[src/rtl/pcpwm_pkg.sv]
package pcpwm_pkg;
  localparam int PRE_W = 10;
  localparam int NFLAG = 2;
  localparam int FLAG_OVF = 0;
  localparam int FLAG_CMP = 1;

  typedef enum logic [1:0] {
    REG_CMP  = 2'd0,
    REG_CTRL = 2'd1,
    REG_FLAG = 2'd2,
    REG_CNT  = 2'd3
  } reg_addr_e;

  typedef enum logic [1:0] {
    OUT_OFF_A = 2'd0,
    OUT_OFF_B = 2'd1,
    OUT_NORM  = 2'd2,
    OUT_INV   = 2'd3
  } out_mode_e;

  // divider select -> terminal count (N-1)
  function automatic logic [PRE_W-1:0] presc_limit(input logic [2:0] sel);
    logic [PRE_W-1:0] lim;
    case (sel)
      3'd2:    lim = PRE_W'(7);
      3'd3:    lim = PRE_W'(31);
      3'd4:    lim = PRE_W'(63);
      3'd5:    lim = PRE_W'(127);
      3'd6:    lim = PRE_W'(255);
      3'd7:    lim = PRE_W'(1023);
      default: lim = '0;
    endcase
    return lim;
  endfunction
endpackage

[src/rtl/pcpwm_prescaler.sv]
module pcpwm_prescaler
  import pcpwm_pkg::*;
(
  input  logic       clk_i,
  input  logic       rst_ni,
  input  logic [2:0] sel_i,
  output logic       tick_o
);
  logic [PRE_W-1:0] div_q;
  logic [PRE_W-1:0] lim;
  logic             run;

  assign lim    = presc_limit(sel_i);
  assign run    = (sel_i != 3'd0);
  assign tick_o = run && (div_q >= lim);

  always_ff @(posedge clk_i or negedge rst_ni) begin
    if (!rst_ni)              div_q <= '0;
    else if (!run || tick_o)  div_q <= '0;
    else                      div_q <= div_q + 1'b1;
  end
endmodule

[src/rtl/pcpwm_updown_counter.sv]
module pcpwm_updown_counter #(
  parameter int CNT_W = 8
) (
  input  logic             clk_i,
  input  logic             rst_ni,
  input  logic             tick_i,
  output logic [CNT_W-1:0] cnt_o,
  output logic             step_o,
  output logic             step_up_o
);
  localparam logic [CNT_W-1:0] TOP = '1;

  logic [CNT_W-1:0] cnt_q;
  logic             up_q, step_q, step_up_q;

  always_ff @(posedge clk_i or negedge rst_ni) begin
    if (!rst_ni) begin
      cnt_q     <= '0;
      up_q      <= 1'b1;
      step_q    <= 1'b0;
      step_up_q <= 1'b0;
    end else begin
      step_q <= tick_i;
      if (tick_i) begin
        step_up_q <= up_q;
        if (up_q) begin
          cnt_q <= cnt_q + 1'b1;
          if (cnt_q == TOP - 1'b1) up_q <= 1'b0;
        end else begin
          cnt_q <= cnt_q - 1'b1;
          if (cnt_q == CNT_W'(1)) up_q <= 1'b1;
        end
      end
    end
  end

  assign cnt_o     = cnt_q;
  assign step_o    = step_q;
  assign step_up_o = step_up_q;
endmodule

[src/rtl/pcpwm_wavegen.sv]
module pcpwm_wavegen
  import pcpwm_pkg::*;
#(
  parameter int CNT_W = 8
) (
  input  logic             clk_i,
  input  logic             rst_ni,
  input  logic             step_i,
  input  logic             step_up_i,
  input  logic [CNT_W-1:0] cnt_i,
  input  logic [CNT_W-1:0] ocr_buf_i,
  input  logic [1:0]       mode_i,
  output logic [CNT_W-1:0] ocr_act_o,
  output logic             wave_o,
  output logic             cmp_hit_o,
  output logic             pwm_o
);
  localparam logic [CNT_W-1:0] TOP = '1;

  logic [CNT_W-1:0] ocr_act_q;
  logic             wave_q;

  // staged compare becomes active at the ceiling
  always_ff @(posedge clk_i or negedge rst_ni) begin
    if (!rst_ni)                     ocr_act_q <= '0;
    else if (step_i && cnt_i == TOP) ocr_act_q <= ocr_buf_i;
  end

  // wave_q holds the normal-polarity level
  always_ff @(posedge clk_i or negedge rst_ni) begin
    if (!rst_ni) wave_q <= 1'b0;
    else if (step_i) begin
      if (ocr_act_q == '0)           wave_q <= 1'b0;
      else if (ocr_act_q == TOP)     wave_q <= 1'b1;
      else if (cnt_i == ocr_act_q)   wave_q <= ~step_up_i;
    end
  end

  assign cmp_hit_o = step_i && (cnt_i == ocr_act_q);
  assign ocr_act_o = ocr_act_q;
  assign wave_o    = wave_q;
  assign pwm_o     = mode_i[1] & (wave_q ^ mode_i[0]);
endmodule

[src/rtl/pcpwm_regs.sv]
module pcpwm_regs
  import pcpwm_pkg::*;
#(
  parameter int CNT_W = 8
) (
  input  logic             clk_i,
  input  logic             rst_ni,
  input  logic             we_i,
  input  logic [1:0]       addr_i,
  input  logic [CNT_W-1:0] wdata_i,
  input  logic [CNT_W-1:0] cnt_i,
  input  logic [NFLAG-1:0] flag_set_i,
  output logic [CNT_W-1:0] rdata_o,
  output logic [CNT_W-1:0] ocr_buf_o,
  output logic [2:0]       sel_o,
  output logic [1:0]       mode_o,
  output logic [NFLAG-1:0] flag_o
);
  logic [CNT_W-1:0] ocr_buf_q, ctrl_q;
  logic [NFLAG-1:0] flag_q, flag_clr;

  always_ff @(posedge clk_i or negedge rst_ni) begin
    if (!rst_ni) begin
      ocr_buf_q <= '0;
      ctrl_q    <= '0;
    end else if (we_i) begin
      if (addr_i == REG_CMP)  ocr_buf_q <= wdata_i;
      if (addr_i == REG_CTRL) ctrl_q    <= wdata_i;
    end
  end

  assign flag_clr = (we_i && addr_i == REG_FLAG) ? wdata_i[NFLAG-1:0] : '0;

  // set wins over write-one-to-clear
  always_ff @(posedge clk_i or negedge rst_ni) begin
    if (!rst_ni) flag_q <= '0;
    else begin
      for (int i = 0; i < NFLAG; i++) begin
        if (flag_set_i[i])    flag_q[i] <= 1'b1;
        else if (flag_clr[i]) flag_q[i] <= 1'b0;
      end
    end
  end

  always_comb begin
    case (addr_i)
      REG_CMP:  rdata_o = ocr_buf_q;
      REG_CTRL: rdata_o = ctrl_q;
      REG_FLAG: rdata_o = CNT_W'(flag_q);
      default:  rdata_o = cnt_i;
    endcase
  end

  assign ocr_buf_o = ocr_buf_q;
  assign sel_o     = ctrl_q[2:0];
  assign mode_o    = ctrl_q[5:4];
  assign flag_o    = flag_q;
endmodule

[src/rtl/pcpwm_timer.sv]
module pcpwm_timer
  import pcpwm_pkg::*;
#(
  parameter int CNT_W = 8
) (
  input  logic             clk_i,
  input  logic             rst_ni,
  input  logic             bus_we_i,
  input  logic [1:0]       bus_addr_i,
  input  logic [CNT_W-1:0] bus_wdata_i,
  output logic [CNT_W-1:0] bus_rdata_o,
  output logic             pwm_o,
  output logic             ovf_irq_o,
  output logic             cmp_irq_o
);
  logic             tick, step, step_up, cmp_hit, wave;
  logic [CNT_W-1:0] cnt, ocr_buf, ocr_act;
  logic [2:0]       sel;
  logic [1:0]       mode;
  logic [NFLAG-1:0] flag_set, flags;

  pcpwm_prescaler u_presc (
    .clk_i  (clk_i),
    .rst_ni (rst_ni),
    .sel_i  (sel),
    .tick_o (tick)
  );

  pcpwm_updown_counter #(.CNT_W(CNT_W)) u_cnt (
    .clk_i     (clk_i),
    .rst_ni    (rst_ni),
    .tick_i    (tick),
    .cnt_o     (cnt),
    .step_o    (step),
    .step_up_o (step_up)
  );

  pcpwm_wavegen #(.CNT_W(CNT_W)) u_wave (
    .clk_i     (clk_i),
    .rst_ni    (rst_ni),
    .step_i    (step),
    .step_up_i (step_up),
    .cnt_i     (cnt),
    .ocr_buf_i (ocr_buf),
    .mode_i    (mode),
    .ocr_act_o (ocr_act),
    .wave_o    (wave),
    .cmp_hit_o (cmp_hit),
    .pwm_o     (pwm_o)
  );

  assign flag_set[FLAG_OVF] = step && (cnt == '0);
  assign flag_set[FLAG_CMP] = cmp_hit;

  pcpwm_regs #(.CNT_W(CNT_W)) u_regs (
    .clk_i      (clk_i),
    .rst_ni     (rst_ni),
    .we_i       (bus_we_i),
    .addr_i     (bus_addr_i),
    .wdata_i    (bus_wdata_i),
    .cnt_i      (cnt),
    .flag_set_i (flag_set),
    .rdata_o    (bus_rdata_o),
    .ocr_buf_o  (ocr_buf),
    .sel_o      (sel),
    .mode_o     (mode),
    .flag_o     (flags)
  );

  assign ovf_irq_o = flags[FLAG_OVF];
  assign cmp_irq_o = flags[FLAG_CMP];
endmodule

[config.mk]
export PLATFORM = sky130hd
export DESIGN_NAME = pcpwm_timer
export DESIGN_NICKNAME = d
export VERILOG_FILES = /design/src/rtl/pcpwm_pkg.sv /design/src/rtl/pcpwm_prescaler.sv /design/src/rtl/pcpwm_updown_counter.sv /design/src/rtl/pcpwm_wavegen.sv /design/src/rtl/pcpwm_regs.sv /design/src/rtl/pcpwm_timer.sv
export SDC_FILE = /design/constraint.sdc
export NUM_CORES = 1
export LEC_CHECK = 0
export BUFFER_PORTS_ARGS = -buffer_cell sky130_fd_sc_hd__buf_2
export CORE_MARGIN = 2
export CORE_UTILIZATION = 54
export CTS_CLUSTER_SIZE = 12
export DETAILED_ROUTE_END_ITERATION = 16
export PLACE_DENSITY = 0.84
export SETUP_SLACK_MARGIN = 0.3
export SYNTH_ARGS = -nofsm -noshare
export SYNTH_HDL_FRONTEND = slang
export SYNTH_SLANG_ARGS = --single-unit
[constraint.sdc]
create_clock -name clk_i -period 2.41 [get_ports clk_i]
set_clock_uncertainty 0.2 [all_clocks]
set_input_delay 0.241 -clock clk_i [delete_from_list [all_inputs] [get_ports clk_i]]
set_output_delay 0.241 -clock clk_i [all_outputs]
set_load 0.005 [all_outputs]
== Word-level counts from Yosys, hierarchy flattened ==
Index checks and enable logic that the tools add are counted.
Storage, ports and cells
  logic and storage cells: 63
  memories kept: 0
  latch bits: 0
  register bits after elaboration: 48
  memory bits (writable): 0
  output and inout port bits: 11
  memory bits (read-only): 0
  input port bits: 13
Operators by class
  $lt $le $gt $ge: 1
  equality and inequality tests: 13
  bitwise logic cells: 3
  add/sub/neg operators: 3
  mux-type cells: 15
  reduce and logical (&&, ||, !) cells: 17
  $mul: 0
  shifts and indexed selects: 0
  div/mod/pow operators: 0
Operators by type and width (count)
  10-bit one-hot mux with 6 select lines: 1
  8-bit == test, second input constant: 3
  8-bit one-hot mux with 3 select lines: 1
  8-bit logical NOT: 2
  3-bit == test, second input constant: 4
  10-bit by 1-bit adder with 10-bit output, second input constant: 1
  10-bit greater-or-equal comparator: 1
  1-bit two-way mux: 10
  10-bit two-way mux: 1
  8-bit by 1-bit adder with 8-bit output, second input constant: 1
  8-bit by 1-bit == test with 1-bit output, second input constant: 1
  8-bit == test: 1
  8-bit two-way mux: 1
  8-bit by 1-bit subtractor with 8-bit output, second input constant: 1
  3-bit by 2-bit == test with 1-bit output, second input constant: 2
  2-bit AND reduction: 3
  3-bit nonzero test: 2
  1-bit logical AND: 5
  2-bit nonzero test: 2
  2-bit by 1-bit == test with 1-bit output, second input constant: 1
  2-bit == test, second input constant: 1
  2-bit logical NOT: 1
  2-bit two-way mux: 1
  1-bit AND: 1
  other kinds (4): 4

== Longest topological paths before layout ==
Gate-level depths: netlist (run 1).
  word-level depth: 6
  mapped depth: 9
  depth with buffers taken out: 8

== By module ==
From an unflattened synthesis (run 1), not the netlist that was laid out.
Second synthesis, totals
  cells, all modules: 240
  area, all modules: 2857.7 um2
Modules (own cells, without submodules)
  pcpwm_regs: sequential area each 450.4 um2, instances 1, area an instance 923.4 um2, cells an instance 63
  pcpwm_prescaler: sequential area each 250.2 um2, instances 1, area an instance 747.0 um2, cells an instance 75
  pcpwm_updown_counter: sequential area each 276.5 um2, instances 1, area an instance 625.6 um2, cells an instance 54
  pcpwm_wavegen: sequential area each 225.2 um2, instances 1, area an instance 533.0 um2, cells an instance 45
  pcpwm_timer: sequential area each 0.0 um2, instances 1, area an instance 28.8 um2, cells an instance 3

== Least setup slack after synthesis (run 1) ==
No wires, ideal clock.
  path kind: register to register
  start point: register u_regs.ctrl_q[2]
  end point: register u_cnt.step_up_q (netlist: u_cnt.step_up_o)
  arrival time: 2.028 ns
  stages on the path, launching flop included: 9
  slack: 0.057 ns
  path buffers: 1
  data required time: 2.085 ns
  clock period less this slack: 2.353 ns
  library setup time: 0.125 ns
  path through: dfrtp_1 -> buf_6 -> or2_2 -> ha_1 -> nand2b_1 -> a211o_2 -> nand3_2 -> a21boi_4 -> mux2_4
On the way
  cells in the longest elaborated chain, start to end: 4
  elaborated cells on any way between the ends: 10
  classes of those cells: order compare (1); eq/ne (6); mux (1); reduce/logical (2)
RTL lines
  start, declared: RTL line pcpwm_regs.sv:19  | logic [CNT_W-1:0] ocr_buf_q, ctrl_q;
  start signal, assigned: RTL line pcpwm_regs.sv:28  | if (addr_i == REG_CTRL) ctrl_q <= wdata_i;
  3-bit == test or 3-bit by 2-bit == test with 1-bit output (tied branches): RTL line pcpwm_pkg.sv:24  | case (sel)
  10-bit one-hot mux with 6 select lines: RTL line pcpwm_pkg.sv:24
  10-bit greater-or-equal comparator: RTL line pcpwm_prescaler.sv:15  | assign tick_o = run && (div_q >= lim);
  1-bit logical AND (*): RTL line pcpwm_prescaler.sv:15
  net tick: RTL line pcpwm_timer.sv:16  | logic tick, step, step_up, cmp_hit, wave;
  end signal, assigned: RTL line pcpwm_updown_counter.sv:25  | step_up_q <= up_q;
  end, declared: RTL line pcpwm_updown_counter.sv:14  | logic up_q, step_q, step_up_q;
The timed path passes the listed nets; every way through them passes the cells marked *.
A chain may end at the register's enable or synchronous reset.

== Final worst setup path (run 1) ==
  start point: register u_regs.ctrl_q[0]
  end point: register u_cnt.step_up_q (netlist: u_cnt.step_up_o)
Same word-level chain as after synthesis.

==> run_results.csv, run 1 <==
group,metric,value,unit
outcome,status,"finished clean",
sta,drv_slew,0,
clock_network,cts_tree,"done",
logic_synthesis,yosysWarningCount,0,
drt,ant_nets,0,
logic_synthesis,synth_flop_cell,"dfrtp_1",
global_route,grt_overflow,0,
logic_synthesis,synth-async-reset-ratio,1.00,
worst_setup_path,r2r-end,"u_cnt.step_up_o",
logic_synthesis,synthTopCellsByCount,"dfrtp_1, mux2_2, nand2_1",
drt,routed_wl,6.82,mm
placement,portBuffers,23,
logic_synthesis,syn-cell-area,2810,um^2
placement,gp_congestion,0.895,
die,die_area,5790,um^2
clock_network,clockRootBuffer,"clkbuf_8",
sta,slew_headroom,0.607,
drt,drtPass1Iterations,4,
final_layout,antennaDiodeCount,0,
sta,final-hold-violation-count,0,
drt,wl_per_cell,18.2,um
worst_setup_path,path_cells,"buf_6, a21oi_4, ha_4, a21oi_2, nand2_2, a31oi_4, a21boi_4, mux2_4",
sta,tightest_slew,0.589,ns
placement,place_ws,0.0731,ns
global_route,grt_pass1_vias,2259,
worst_setup_path,worst_path_max_delay_cell,"dfrtp_2",
final_layout,layout.cells.non_filler,374,
worst_hold_path,hp-start,"bus_we_i",
clock_network,cts_num_sinks,48,
worst_setup_path,worst_ep_arrival_time,2.24,ns
clock_network,htree_num_levels,2,
sta,fin_crit_sh,0.934,
global_route,grt_use_total,0.240,
sta,fmax,0.444,GHz
logic_synthesis,syn_area_per_cell,10.9,um^2
worst_setup_path,cp.required,2.40,ns
final_layout,syn_to_final_growth,26.3,%
final_layout,fillers,327,
die,design.core.area,5070,um^2
sta,setup_viol,0,
logic_synthesis,syn_nets,287,
logic_synthesis,synth_most_common_cell,"dfrtp_1",
drt,wl_met2,3.55,mm
die,die_x,76.1,um
logic_synthesis,synth_edf_count,0,
flow_run,drv_cap,0,
logic_synthesis,netlist_top_cells_area,"dfrtp_1, mux2_2, ha_1",
final_layout,drive_above_1_share,0.378,
clock_network,clk_latency,0.32,ns
sta,rsz0062_at_grt,"true",
placement,dp_hpwl,4.07,mm
global_route,grt_start_max_net_pins,49,
drt,highest_layer,"met4",
pwr,leakage,1.59,nW
logic_synthesis,synth.top_cell.area_share,0.419,
worst_hold_path,min_path_cells,4,
sta,setup_ws,0.159,ns
logic_synthesis,yosysSeqAreaShare,0.428,
worst_setup_path,start_kind,"flip-flop",
drt,vias,2174,
drt,drc,0,
worst_setup_path,rrSetupSlack,0.16,ns
clock_network,clockBufferDepth,2,
final_layout,final_nets,332,
logic_synthesis,syn_inst,258,
sta,timing.final.crit_period,2.25,ns
worst_hold_path,hold_path.class,"input port to flip-flop",
drt,viasPerCell,5.81,
logic_synthesis,yosysTopAreaCell,"dfrtp_1",
die,ioPinCount,24,
worst_setup_path,end_kind,"flip-flop",
worst_setup_path,critPathMaxFanout,5,
drt,met1_length,2.75,mm
logic_synthesis,yosysUniqueCellTypes,46,
die,start_util,0.553,
global_route,grt_pass1_wl,11.0,mm
worst_hold_path,worstHoldEndpoint,"u_regs.flag_o[1]",
sta,fin_tns_setup,0,ns
placement,place_area,2980,um^2
clock_network,cts_buffers,5,
worst_setup_path,reg2reg_depth,8,
pwr,powerDensity,902,nW/um^2
drt,drtIter0Drc,144,
die,die_h,76.1,um
worst_setup_path,critPathMaxStageDelay,0.45,ns
logic_synthesis,ys_seq_elements,48,
drt,route.met3.wl,378,um
placement,dp_cells,342,
pwr,worst_ir_drop_vdd,0.000632,V
die,std_cell_rows,26,
global_route,antenna_found_initial,0,
clock_network,cts.clk_slew.worst_paths,0.10,ns
worst_setup_path,r2r-start,"u_regs.ctrl_q[0]",
worst_setup_path,criticalPathCategory,"flip-flop to flip-flop",
final_layout,design_area,3550,um^2
[flip-flops by register name, indices dropped and copies added, names as in the netlist]
register and count:
u_cnt.cnt_o 8, u_cnt.up_q 1, u_regs.ctrl_q 8, u_wave.wave_o 1, u_regs.ocr_buf_o 8, u_wave.ocr_act_o 8
u_presc.div_q 10, u_cnt.step_o 1, u_regs.flag_o 2, u_cnt.step_up_o 1
[power breakdown]
part | leakage [nW] | internal [mW] | switching, mW
combinational | 0.907 | 0.609 | 0.568
clock | 0.0687 | 0.418 | 0.289
sequential | 0.613 | 0.980 | 0.333
[layer usage]
metal  track usage  up-vias
met5             0        -
met4         0.107        0
met3        0.0557       15
met2         0.411       75
met1         0.289     1079
li1              -     1005
[worst max path at each step]
stage / slack, ns / to / startpoint
2_1_floorplan: 0.23 / u_cnt.step_up_o / u_regs.ctrl_q[2]
3_5_place_dp: 0.07 / u_cnt.step_up_o / u_regs.ctrl_q[2]
3_3_place_gp: 0.19 / u_cnt.step_up_o / u_regs.ctrl_q[2]
4_1_cts: 0.18 / u_cnt.step_up_o / u_regs.ctrl_q[2]
5_1_grt: 0.1 / u_cnt.cnt_o[1] / u_regs.ctrl_q[0]
6_report: 0.16 / u_cnt.step_up_o / u_regs.ctrl_q[0]
[cell families (layout without fill, tap and decap cells)]
kind of cell             count (synthesis)  count (layout)  share of synthesized area
flip-flops                              48              48                      0.428
buffers and inverters                   19              64                     0.0361
multiplexers                            36              36                      0.152
adder cells (fa/ha/maj)                 16              16                     0.0713
AO/OA/AOI/OAI                           34              34                     0.0820
AND/OR/NAND/NOR                         80              81                      0.152
XOR/XNOR                                25              25                     0.0780
[worst max-delay path: cells and delay by family, from the launching register on]
family,cells,cell delay (ns)
compound gates,4,0.70
fa+ha+maj,1,0.25
buf+inv,1,0.13
flops,1,0.45
mux,1,0.30
simple gates,1,0.08
[cell type report]
class                      count  area, um^2  share of cell area
sequential                    48        1210               0.340
clock buffer                   5        68.8              0.0194
multi-input combinational    192        1710               0.481
timing repair buffer          48         378               0.107
tap                           70        87.6              0.0247
inverter                       8        30.0             0.00847
clock inverter                 3        68.8              0.0194
[timing repair]
action	in CTS	in global routing
setup endpoints to repair	20	26
gates resized for setup	21	17
hold buffers	9	0
setup buffers	11	3
endpoints found under the hold margin	62	0
cloned	1	0
pin swaps	15	6
[cell usage in the layout (no fill, tap or decap), types with 3 or more instances in the layout]
master and instances:
nand3_1 13, dfrtp_2 3, buf_6 4, buf_4 9
ha_1 13, a21oi_1 4, nor3_1 3, nor4_1 4
mux2i_1 7, o21ai_0 11, nand4_1 6, ha_4 3
inv_1 8, dlygate4sd3_1 9, nand3_4 3, clkbuf_8 5
mux2_2 26, a21oi_4 6, buf_2 23, nor2_1 9
xor2_1 11, xnor2_1 13, nand2_1 20, buf_12 3
nor2_2 6, dfrtp_1 44
[stage by stage]
step | util | hold slack (ns) | power [mW]
5_1_grt | 0.699 | 0.231 | 3.35
3_3_place_gp | 0.587 | 0.158 | 2.11
4_1_cts | 0.681 | 0.192 | 3.03
6_report | 0.699 | 0.206 | 3.20
2_1_floorplan | - | -0.255 | 1.93
3_5_place_dp | 0.587 | 0.167 | 2.14
Power figures use the tool's default switching activity.
==> run 2, diff against run 1 <==
--- a/config.mk
+++ b/config.mk
@@ -7,10 +7,11 @@
 export LEC_CHECK = 0
 export BUFFER_PORTS_ARGS = -buffer_cell sky130_fd_sc_hd__buf_2
 export CORE_MARGIN = 2
-export CORE_UTILIZATION = 54
+export CORE_UTILIZATION = 51
 export CTS_CLUSTER_SIZE = 12
 export DETAILED_ROUTE_END_ITERATION = 16
-export PLACE_DENSITY = 0.84
+export HOLD_SLACK_MARGIN = 0.12
+export PLACE_DENSITY = 0.81
 export SETUP_SLACK_MARGIN = 0.3
 export SYNTH_ARGS = -nofsm -noshare
 export SYNTH_HDL_FRONTEND = slang
==> run_results.csv, run 2 (same netlist as run 1, synthesis figures left out) <==
group,metric,value,unit
flow_run,drv_cap,0,
clock_network,cts_num_sinks,48,
pwr,leakage,1.56,nW
drt,ant_nets,0,
final_layout,final_nets,333,
final_layout,syn_to_final_growth,22.8,%
final_layout,final_common_cell,"dfrtp_1",
worst_setup_path,crit_start,"u_regs.ctrl_q[1]",
worst_setup_path,r2r-end,"u_cnt.step_up_o",
pwr,powerDensity,841,nW/um^2
sta,tightest_slew,0.463,ns
worst_setup_path,cp.required,2.41,ns
clock_network,cts.clk_slew.worst_paths,0.10,ns
global_route,grt_pass1_vias,2107,
worst_setup_path,critPathMaxFanout,7,
die,std_cell_rows,27,
clock_network,cts_tree,"done",
final_layout,mostFrequentLayoutCells,"dfrtp_1, mux2_2, buf_2, nand2_1, nor2_1",
worst_setup_path,criticalPathCategory,"flip-flop to flip-flop",
clock_network,clockBufferDepth,2,
global_route,grt_start_max_net_pins,25,
placement,dp_hpwl,4.22,mm
sta,final-hold-violation-count,0,
worst_setup_path,worst_ep_arrival_time,2.34,ns
worst_hold_path,hold_path.class,"input port to flip-flop",
clock_network,clockRootBuffer,"clkbuf_8",
clock_network,cts_buffers,5,
worst_setup_path,start_kind,"flip-flop",
sta,fin_tns_setup,0,ns
sta,fmax,0.426,GHz
sta,timing.final.crit_period,2.35,ns
sta,drv_slew,0,
die,ioPinCount,24,
global_route,grt_pass1_wl,10.2,mm
worst_setup_path,endpoint,"u_cnt.step_up_o",
drt,drc,0,
drt,routed_wl,6.47,mm
drt,drtIter0Drc,160,
outcome,status,"finished clean",
final_layout,largest_register_ffs,10,
final_layout,antennaDiodeCount,0,
placement,dp_cells,345,
die,die_x,78.2,um
global_route,grt_overflow,0,
clock_network,clk_latency,0.31,ns
global_route,antenna_found_initial,0,
final_layout,final-seq-area,1210,um^2
drt,vias,2141,
sta,fin_crit_sh,0.975,
worst_setup_path,end_kind,"flip-flop",
sta,slew_headroom,0.690,
die,die_area,6110,um^2
final_layout,multi_input_area,1660,um^2
sta,setup_viol,0,
drt,viasPerCell,5.68,
drt,drtPass1Iterations,4,
placement,gp_congestion,0.901,
worst_setup_path,reg2reg_depth,9,
worst_setup_path,r2r-start,"u_regs.ctrl_q[1]",
worst_setup_path,rrSetupSlack,0.06,ns
clock_network,htree_num_levels,2,
die,start_util,0.519,
sta,rsz0062_at_grt,"true",
die,design.core.area,5410,um^2
final_layout,fillers,402,
pwr,worst_ir_drop_vdd,0.000540,V
final_layout,layout.cells.non_filler,377,
placement,portBuffers,23,
die,die_h,78.2,um
worst_hold_path,min_path_cells,4,
final_layout,drive_above_1_share,0.357,
final_layout,top_register,"u_presc.div_q",
final_layout,postLayoutCoreUtil,0.638,
global_route,grt_use_total,0.214,
drt,wl_per_cell,17.2,um
## run 2: changes by cell type in the layout (fill, tap and decap cells not counted), sizes merged
cell,change
dlygate4sd3,+1
inv,-1
clkinvlp,+2
buf,+1
bufinv,-2
nand3,-1
clkbuf,+1
## run 2: how the worst min path moves through the flow
stage,from,endpoint,slack [ns]
5_1_grt,bus_we_i,u_regs.flag_o[1],0.22
6_report,bus_we_i,u_regs.flag_o[1],0.20
4_1_cts,bus_we_i,u_regs.flag_o[1],0.20
2_1_floorplan,rst_ni,u_cnt.cnt_o[0],-0.25
3_5_place_dp,rst_ni,u_regs.ctrl_q[3],-0.17
3_3_place_gp,rst_ni,u_regs.ctrl_q[3],-0.17
## run 2: metal layers
layer	wire, um	share of wire	GRT usage
met5	0	0	0
met4	175	0.027	0.0825
met3	268	0.041	0.0379
met2	3370	0.52	0.371
met1	2660	0.41	0.267
## run 2: critical path, cell delays in order, from the launching register on
cell and delay (ns):
dfrtp_2 0.46, buf_4 0.16, a21oi_4 0.16, ha_4 0.23, a21oi_1 0.20, nand2_1 0.13, a31oi_4 0.17, buf_12 0.15
a21boi_4 0.07, mux2_4 0.30
## run 2: layout make-up
type / count / share of cell area
Sequential cell: 48 / 0.350
Clock inverter: 2 / 0.00436
Inverter: 8 / 0.00871
Multi-Input combinational cell: 191 / 0.481
Timing Repair Buffer: 50 / 0.106
Tap cell: 72 / 0.0261
Clock buffer: 6 / 0.0240
## run 2: through the flow
stage	setup slack, ns	total power, mW	area [um^2]	hold slack [ns]
floorplan	0.231	1.93	2830	-0.255
CTS	0.169	2.73	3280	0.197
global placement	0.177	2.11	2990	-0.171
finish	0.0607	2.90	3450	0.197
global route	0.0469	3.06	3450	0.221
detailed placement	0.0833	2.16	2990	-0.169
## run 2: repair_timing
action,4_1_cts,5_1_grt
hold buffers,10,0
pin swaps,4,7
setup endpoints to repair,20,29
buffers inserted,10,4
hold endpoints to repair,66,0
gates resized for setup,4,23
## run 2: power breakdown
part           leakage, nW  internal, mW  switching (mW)
logic                0.903         0.571           0.499
clock network       0.0434         0.233           0.290
registers            0.613         0.981           0.325
total                 1.56          1.78            1.11
==> run 3, diff against run 2 <==
--- a/config.mk
+++ b/config.mk
@@ -6,7 +6,7 @@
 export NUM_CORES = 1
 export LEC_CHECK = 0
 export BUFFER_PORTS_ARGS = -buffer_cell sky130_fd_sc_hd__buf_2
-export CORE_MARGIN = 2
+export CORE_MARGIN = 8
 export CORE_UTILIZATION = 51
 export CTS_CLUSTER_SIZE = 12
 export DETAILED_ROUTE_END_ITERATION = 16
==> run_results.csv, run 3 (same netlist as run 1, synthesis figures left out) <==
group,metric,value,unit
sta,fin_crit_sh,0.947,
sta,fmax,0.438,GHz
global_route,grt_use_total,0.159,
final_layout,final_common_cell,"dfrtp_1",
final_layout,postLayoutCoreUtil,0.636,
pwr,p_seq_frac,0.434,
sta,setup_ws,0.128,ns
placement,gp_congestion,0.915,
outcome,status,"finished clean",
final_layout,antennaDiodeCount,0,
placement,dp_cells,345,
global_route,grt_overflow,0,
final_layout,syn_to_final_growth,22.4,%
pwr,worst_ir_drop_vdd,0.000509,V
die,start_util,0.519,
final_layout,layout.cells.non_filler,376,
sta,rsz0062_at_grt,"true",
final_layout,final_nets,332,
clock_network,cts_num_sinks,48,
pwr,p_switching,1.12,mW
sta,tightest_slew,0.585,ns
die,ioPinCount,24,
sta,fin_tns_setup,0,ns
worst_setup_path,critPathTopFamily,"compound AO/OA/AOI/OAI gates",
clock_network,cts.clk_slew.worst_paths,0.09,ns
clock_network,clk_latency,0.30,ns
worst_setup_path,end_kind,"flip-flop",
pwr,p_int,1.87,mW
pwr,powerDensity,869,nW/um^2
die,std_cell_rows,27,
sta,setup_viol,0,
flow_run,drv_cap,0,
drt,drtPass1Iterations,6,
clock_network,htree_num_levels,2,
sta,whs,0.209,ns
clock_network,clockRootBuffer,"clkbuf_8",
die,die_h,90.2,um
global_route,grt_pass1_vias,2175,
worst_setup_path,cp.required,2.39,ns
worst_setup_path,path_depth,8,
worst_setup_path,path_cells,"buf_6, a21oi_4, ha_4, a21oi_2, nand2_2, a31oi_4, a21boi_4, mux2_4",
drt,drtIter0Drc,162,
pwr,power.share.clock,0.198,
clock_network,cts_tree,"done",
worst_hold_path,min_path_cells,4,
placement,dp_hpwl,4.35,mm
worst_setup_path,start_kind,"flip-flop",
drt,viasPerCell,5.66,
placement,place_ws,0.0889,ns
pwr,combPwrFrac,0.368,
drt,routed_wl,6.61,mm
sta,drv_slew,0,
drt,ant_nets,0,
final_layout,fillers,420,
drt,drc,0,
drt,vias,2130,
clock_network,clockBufferDepth,2,
global_route,grt_pass1_wl,10.6,mm
sta,slew_headroom,0.610,
final_layout,drive_above_1_share,0.359,
die,design.core.area,5410,um^2
pwr,finalPower,2.99,mW
worst_setup_path,critPathMaxFanout,5,
worst_setup_path,reg2reg_depth,8,
drt,wl_per_cell,17.6,um
final_layout,design_area,3440,um^2
worst_hold_path,hold_path.class,"input port to flip-flop",
sta,final-hold-violation-count,0,
final_layout,mostFrequentLayoutCells,"dfrtp_1, mux2_2, buf_2, nand2_1",
global_route,antenna_found_initial,0,
die,die_area,8140,um^2
worst_setup_path,critPathMaxStageDelay,0.44,ns
pwr,leakage,1.55,nW
final_layout,largest_register_ffs,10,
worst_setup_path,worst_ep_arrival_time,2.27,ns
final_layout,top_register,"u_presc.div_q",
placement,place_area,2990,um^2
clock_network,cts_buffers,5,
global_route,grt_start_max_net_pins,49,
placement,portBuffers,23,
sta,timing.final.crit_period,2.28,ns
die,die_x,90.2,um
worst_setup_path,criticalPathCategory,"flip-flop to flip-flop",
pwr,switching_share,0.374,
worst_setup_path,worst_path_max_delay_cell,"dfrtp_2",
worst_setup_path,cp_num_buf_inv,1,
-- run 3: cell count changes in the layout (fill, tap and decap cells not counted), moves of 2 or more --
| cell | previous run | this run |
|---|---|---|
| buf_4 | 13 | 15 |
| a21oi_2 | 1 | 4 |
| clkinv_4 | 0 | 2 |
| clkinvlp_4 | 2 | 0 |
| a21oi_1 | 10 | 7 |
-- run 3: timing repair --
action | 4_1_cts | 5_1_grt
gates resized for setup | 8 | 17
setup buffers | 12 | 2
setup endpoints to repair | 20 | 21
hold buffers | 9 | 0
endpoints found under the hold margin | 65 | 0
pin swaps | 5 | 8
-- run 3: worst paths after layout --
kind                                     to  slack [ns]              from
max reg2reg                 u_cnt.step_up_o        0.13  u_regs.ctrl_q[1]
min in group asynchronous  u_regs.ctrl_q[7]        0.36            rst_ni
min                        u_regs.flag_o[1]        0.21          bus_we_i
max in group asynchronous  u_regs.ctrl_q[0]        1.24            rst_ni
min reg2reg                u_regs.ctrl_q[7]        0.32  u_regs.ctrl_q[7]
max                         u_cnt.step_up_o        0.13  u_regs.ctrl_q[1]
-- run 3: cell type report --
class                      instances  area [um^2]  share of cell area
clock buffer                       5         68.8              0.0200
clock inverter                     3         47.5              0.0138
inverter                           8         30.0             0.00874
multi-input combinational        191         1650               0.481
sequential                        48         1210               0.351
tap                               72         90.1              0.0262
timing repair buffer              49          340              0.0991
-- run 3: metal layers --
metal  share of wire  track usage  vias to the layer above
met1            0.42        0.192                     1058
met3           0.037       0.0374                       21
met2            0.51        0.263                       52
li1                -            -                      999
met5               0            0                        -
met4           0.034       0.0721                        0
-- run 3: worst min-delay path: stages --
cell	delay, ns
buf_2	0.11
and3b_1	0.17
nand2_1	0.06
a21o_1	0.10
-- run 3: power groups by stage --
| stage | combinational, mW | clock, mW | sequential (mW) |
|---|---|---|---|
| 2_1_floorplan | 0.813 | 0 | 1.12 |
| 3_3_place_gp | 0.851 | 0 | 1.28 |
| 3_5_place_dp | 0.888 | 0 | 1.28 |
| 4_1_cts | 0.987 | 0.604 | 1.27 |
| 5_1_grt | 1.21 | 0.641 | 1.32 |
| 6_report | 1.10 | 0.593 | 1.30 |
